## src/rtl/usbfm_pkg.sv

```systemverilog
package usbfm_pkg;
   localparam int FN_W   = 11;
   localparam int CRC_W  = 5;
   localparam int PID_W  = 8;
   localparam int TOK_W  = PID_W + FN_W + CRC_W;
   localparam logic [PID_W-1:0] SOF_PID = 8'hA5;
   typedef logic [FN_W-1:0]  fnum_t;
   typedef logic [CRC_W-1:0] crc_t;
   typedef logic [TOK_W-1:0] token_t;
endpackage

```

## src/rtl/usbfm_crc5.sv

```systemverilog
module usbfm_crc5
   import usbfm_pkg::*;
#(
   parameter int DW = FN_W
) (
   input  logic [DW-1:0] data_i,
   output crc_t          crc_o
);
   // stage k holds the shift register after k data bits, LSB first
   crc_t stage [DW+1];
   assign stage[0] = '1;

   for (genvar k = 0; k < DW; k++) begin : g_bit
      logic fb;
      assign fb = data_i[k] ^ stage[k][CRC_W-1];
      assign stage[k+1] = {stage[k][CRC_W-2:0], 1'b0} ^ {2'b00, fb, 1'b0, fb};
   end

   // inverted remainder, reordered so bit 0 is the first bit sent
   for (genvar i = 0; i < CRC_W; i++) begin : g_out
      assign crc_o[i] = ~stage[DW][CRC_W-1-i];
   end
endmodule

```

## src/rtl/usbfm_timer.sv

```systemverilog
module usbfm_timer #(
   parameter int TICKS_PER_FRAME = 12000,
   parameter int MARK_TICKS      = 24
) (
   input  logic clk,
   input  logic rst_n,
   input  logic tick_i,
   input  logic enable_i,
   output logic boundary_o,
   output logic pulse_o,
   output logic busy_o
);
   localparam int CW = $clog2(TICKS_PER_FRAME);
   localparam int MW = $clog2(MARK_TICKS + 1);
   localparam logic [CW-1:0] LAST = CW'(TICKS_PER_FRAME - 1);

   logic          running_q;
   logic [CW-1:0] cnt_q;
   logic [MW-1:0] bcnt_q;

   assign busy_o     = (bcnt_q != '0);
   assign boundary_o = running_q && enable_i && tick_i && (cnt_q == LAST);

   always_ff @(posedge clk or negedge rst_n) begin
      if (!rst_n) begin
         running_q <= 1'b0;
         cnt_q     <= '0;
         pulse_o   <= 1'b0;
      end else begin
         pulse_o <= boundary_o;
         if (!running_q) begin
            if (enable_i) begin
               running_q <= 1'b1;
               cnt_q     <= LAST;
            end
         end else if (!enable_i && !busy_o) begin
            running_q <= 1'b0;
         end else if (tick_i) begin
            cnt_q <= (cnt_q == LAST) ? '0 : cnt_q + 1'b1;
         end
      end
   end

   always_ff @(posedge clk or negedge rst_n) begin
      if (!rst_n)                    bcnt_q <= '0;
      else if (boundary_o)           bcnt_q <= MW'(MARK_TICKS);
      else if (tick_i && busy_o)     bcnt_q <= bcnt_q - 1'b1;
   end
endmodule

```

## src/rtl/usbfm_sofgen.sv

```systemverilog
module usbfm_sofgen
   import usbfm_pkg::*;
(
   input  logic   clk,
   input  logic   rst_n,
   input  logic   boundary_i,
   input  logic   low_speed_i,
   input  logic   fn_reset_i,
   output logic   tok_valid_o,
   output token_t tok_data_o,
   output logic   keepalive_o
);
   fnum_t frame_q;
   crc_t  crc;
   logic  sof_now;

   assign sof_now = boundary_i && !low_speed_i;

   usbfm_crc5 #(.DW(FN_W)) u_crc (
      .data_i (frame_q),
      .crc_o  (crc)
   );

   always_ff @(posedge clk or negedge rst_n) begin
      if (!rst_n) begin
         frame_q     <= '0;
         tok_data_o  <= '0;
         tok_valid_o <= 1'b0;
         keepalive_o <= 1'b0;
      end else begin
         tok_valid_o <= sof_now;
         keepalive_o <= boundary_i && low_speed_i;
         if (sof_now) tok_data_o <= {crc, frame_q, SOF_PID};
         if (fn_reset_i)   frame_q <= '0;
         else if (sof_now) frame_q <= frame_q + 1'b1;
      end
   end
endmodule

```

## src/rtl/usb_frame_marker.sv

```systemverilog
module usb_frame_marker
   import usbfm_pkg::*;
#(
   parameter int TICKS_PER_FRAME = 12000,
   parameter int MARK_TICKS      = 24
) (
   input  logic              clk,
   input  logic              rst_n,
   input  logic              bit_tick,
   input  logic              mark_en,
   input  logic              low_speed,
   input  logic              fn_reset,
   input  logic              irq_clr,
   output logic              tok_valid,
   output logic [TOK_W-1:0]  tok_data,
   output logic              keepalive,
   output logic              frame_pulse,
   output logic              marker_busy,
   output logic              frame_irq
);
   if (TICKS_PER_FRAME < 2) begin : g_bad_frame
      $error("TICKS_PER_FRAME must be at least 2");
   end
   if (MARK_TICKS < 1 || MARK_TICKS >= TICKS_PER_FRAME) begin : g_bad_mark
      $error("MARK_TICKS must lie in 1 .. TICKS_PER_FRAME-1");
   end

   logic   boundary;
   token_t tok;

   usbfm_timer #(
      .TICKS_PER_FRAME (TICKS_PER_FRAME),
      .MARK_TICKS      (MARK_TICKS)
   ) u_timer (
      .clk        (clk),
      .rst_n      (rst_n),
      .tick_i     (bit_tick),
      .enable_i   (mark_en),
      .boundary_o (boundary),
      .pulse_o    (frame_pulse),
      .busy_o     (marker_busy)
   );

   usbfm_sofgen u_sof (
      .clk         (clk),
      .rst_n       (rst_n),
      .boundary_i  (boundary),
      .low_speed_i (low_speed),
      .fn_reset_i  (fn_reset),
      .tok_valid_o (tok_valid),
      .tok_data_o  (tok),
      .keepalive_o (keepalive)
   );
   assign tok_data = tok;

   always_ff @(posedge clk or negedge rst_n) begin
      if (!rst_n)        frame_irq <= 1'b0;
      else if (boundary) frame_irq <= 1'b1;
      else if (irq_clr)  frame_irq <= 1'b0;
   end
endmodule

```

## config.mk

```make
export PLATFORM = sky130hd
export DESIGN_NAME = usb_frame_marker
export DESIGN_NICKNAME = d
export VERILOG_FILES = /design/src/rtl/usbfm_pkg.sv /design/src/rtl/usbfm_crc5.sv /design/src/rtl/usbfm_timer.sv /design/src/rtl/usbfm_sofgen.sv /design/src/rtl/usb_frame_marker.sv
export SDC_FILE = /design/constraint.sdc
export NUM_CORES = 1
export LEC_CHECK = 0
export ABC_AREA = 1
export BUFFER_PORTS_ARGS = -buffer_cell sky130_fd_sc_hd__buf_2
export CAP_MARGIN = 40
export CORE_MARGIN = 5
export CORE_UTILIZATION = 50
export CTS_CLUSTER_DIAMETER = 30
export CTS_CLUSTER_SIZE = 20
export DETAILED_ROUTE_END_ITERATION = 10
export PLACE_DENSITY_LB_ADDON = 0.08
export SYNTH_ARGS = -nofsm -noshare
export SYNTH_HDL_FRONTEND = slang
export SYNTH_HIERARCHICAL = 1
export SYNTH_SLANG_ARGS = --single-unit
```

## constraint.sdc

```tcl
create_clock -name clk -period 3.97 [get_ports clk]
set_input_delay 0.794 -clock clk [delete_from_list [all_inputs] [get_ports clk]]
set_output_delay 0.794 -clock clk [all_outputs]
set_load 0.03 [all_outputs]
```

==> run metrics <==
first-pass GRT wire length 11.8 mm; slew margin rel. 61.5%; worst-margin pin slew 0.578 ns; drt wl/cell 12.2 µm; critical path endpoint category flip-flop; register area share after synthesis 41.8%; Core Area 5990 µm²; CTS Buf Count 5; hpwl dp 5.04 mm; FF-to-FF path depth 13; Synth-to-Final Area Change 8.69%; Critical Path Stages 13; CTS hold repair buffers 0; DP Worst Slack 1.37 ns; CTS H-tree depth 2; yosys synthesis warning count 6; Clock Latency Late Sink 0.31 ns; Highest Clock Rate 0.401 GHz; crit start category flip-flop; LEAKAGE 1.88 nW; fin crit share 62.8%; CTS tree built; Critical Path AT 2.73 ns; die area 7900 µm²; crit-path leading delay family simple AND/OR/NAND/NOR gates; number of global-route vias before repair 2,780; nets 482; RD Place Congestion 0.868; Mean Syn Cell Area 7.05 µm²; setup ws final 1.48 ns; final hold violations 0; crit path cell chain ha_1 -> nand2_1 -> inv_1 -> nand2_1 -> nor2_1 -> nand3_1 -> inv_1 -> inv_2 -> nor2_4 -> inv_2 -> nor3_4 -> nand2_1 -> a21oi_1; GRT Overall Usage 18.9%; worst hold slack 0.462 ns; min-delay worst type input pin to asynchronous set/reset pin; fin crit period 2.49 ns; CTS Buffer Depth 2; outcome complete, no violations; Crit path buffers/inverters 4; die height 88.9 µm; # setup viols final 0; RSZ-0062 raised after global routing false; antenna violations before repair 0; register clock-pin slew on the reported worst setup and hold paths 0.10 ns; diodes inserted 0; via/cell ratio 5.04; CTS root buffer clkbuf_8; 1st-pass router iterations 4; Port-buffer cells 31; Slew Limit Fails 0; # resized after CTS 0; fill cell count 603; Synth Cell Area 3110 µm²; Most Frequent Cell on Critical Path nand2_1; final core utilization 56.4%; DRT iter0 DRCs 82; Crit Path Max Fanout 29; Final Skew 0.0131 ns; total negative slack 0 ns; max-cap viol count 0; P per Cell Area 500 nW/µm²; cell taking the most area after synthesis dfrtp_1; share of cells above drive strength 1 14.4%; drt drc 0; #FFs+latches synth 52; Required @ worst endpoint 4.21 ns; largest net degree at the start of global routing 30; grt ovf 0; Synth cell types 32; Mapped Cells 441; Die X 88.9 µm; max incr delay on CP 0.46 ns; top cells by area, synth dfrtp_1 42%, nand2_1 17%, nand3_1 6.9%; via count 2,755; final wirelength 6.65 mm; Antenna Nets Post-Route 0; top-area cell type share of the netlist area 41.8%; num rows 28; number of top-level pins 36; Worst Setup Path Type flip-flop to flip-flop; critical path's slowest cell dfrtp_1; clk sinks 52; Max VDD drop 0.253 mV; initial core utilization 51.9%; setup bufs post-CTS 0
[final cells by class]
class,instances,area [µm²],area share [%]
multi-input combinational,322,1510,44.8
sequential,52,1300,38.5
inverter,58,218,6.44
timing repair buffer,32,163,4.81
tap,75,93.8,2.78
clock buffer,5,68.8,2.04
clock inverter,3,22.5,0.666
[registers in the layout (all words and copies together) (netlist names)]
signal	flops
frame_irq	1
u_sof/frame_q	11
u_sof/keepalive_o	1
u_sof/tok_data_o	17
u_sof/tok_valid_o	1
u_timer/bcnt_q	5
u_timer/cnt_q	14
u_timer/pulse_o	1
u_timer/running_q	1
[placed cells by master (no fill, tap or decap), types with 3 or more instances in the layout]
cell type / count
a21oi_1: 17
buf_2: 31
clkbuf_8: 5
conb_1: 4
dfrtp_1: 52
ha_1: 4
inv_1: 51
inv_2: 6
nand2_1: 144
nand2_2: 8
nand3_1: 43
nand3_2: 3
nand4_1: 11
nor2_1: 49
nor2_2: 4
nor3_1: 3
o21ai_0: 13
xor2_1: 3
[where the power goes]
part           switching (mW)  total [mW]  internal (mW)
Sequential              0.113       0.737          0.624
Combinational           0.427       0.642          0.216
Clock                   0.185       0.311          0.127
[worst register-to-register path, cell delays in order, from the launching register on]
cell,delay [ns]
dfrtp_1,0.46
ha_1,0.20
nand2_1,0.08
inv_1,0.08
nand2_1,0.10
nor2_1,0.11
nand3_1,0.12
inv_1,0.19
inv_2,0.06
nor2_4,0.32
inv_2,0.31
nor3_4,0.21
nand2_1,0.07
a21oi_1,0.12
[stage by stage]
stage,cell area [µm²],power (mW),instances
after floorplan,3120,1.26,444
after global placement,3290,1.38,539
after detailed placement,3290,1.40,539
after CTS,3380,1.71,547
after global routing,3380,1.84,547
final,3380,1.69,547
[logic make-up (layout without fill, tap and decap cells)]
logic type                 Yosys count  count (layout)  synth area share [%]
DFF                                 52              52                  41.8
xor gates and xnor gates             5               5                  1.41
buffers and inverters               70              98                  9.85
other                                1               4                 0.121
adders and majority gates            4               4                  1.61
AOI/OAI and AO/OA                   36              36                  6.48
and+or+nand+nor                    273             273                  38.7
[layer usage]
layer  up-vias  global-route usage (%)  wire (µm)
met5         -                       0          0
met3        12                    3.35        220
met4         0                    7.01        107
met2        49                    34.8       3400
li1       1434                       -          -
met1      1260                    21.8       2920
[final timing paths]
check                                     start                   end  slack (ns)
max                            u_timer/cnt_q[0]      u_sof/frame_q[4]        1.48
min                                       rst_n     u_timer/bcnt_q[3]        0.46
max reg2reg                    u_timer/cnt_q[0]      u_sof/frame_q[4]        1.48
min reg2reg                u_sof/tok_data_o[21]  u_sof/tok_data_o[21]        0.48
max in group asynchronous                 rst_n  u_sof/tok_data_o[18]        2.73
min in group clk           u_sof/tok_data_o[21]  u_sof/tok_data_o[21]        0.48
[synthesized netlist by cell type]
library cell  number
o211ai_1           1
clkbuf_1           1
xor2_1             3
nand3_1           43
inv_1             51
nor3_2             1
nor2_4             2
nor3_4             1
nand2_1          144
buf_2              2
conb_1             1
dfrtp_1           52
or2_2              2
a21boi_4           1
o21ai_1            2
clkinv_1           1
ha_1               4
nand2_2            8
or2_1              1
nand4_1           11
o21ai_0           13
nor3b_1            1
buf_6              2
buf_4              7
xnor2_1            2
nor3_1             3
a21oi_1           17
nor2_1            49
nor2_2             4
a211oi_1           2
nand3_2            3
inv_2              6
No activity file was read; power rests on OpenSTA's default activity.
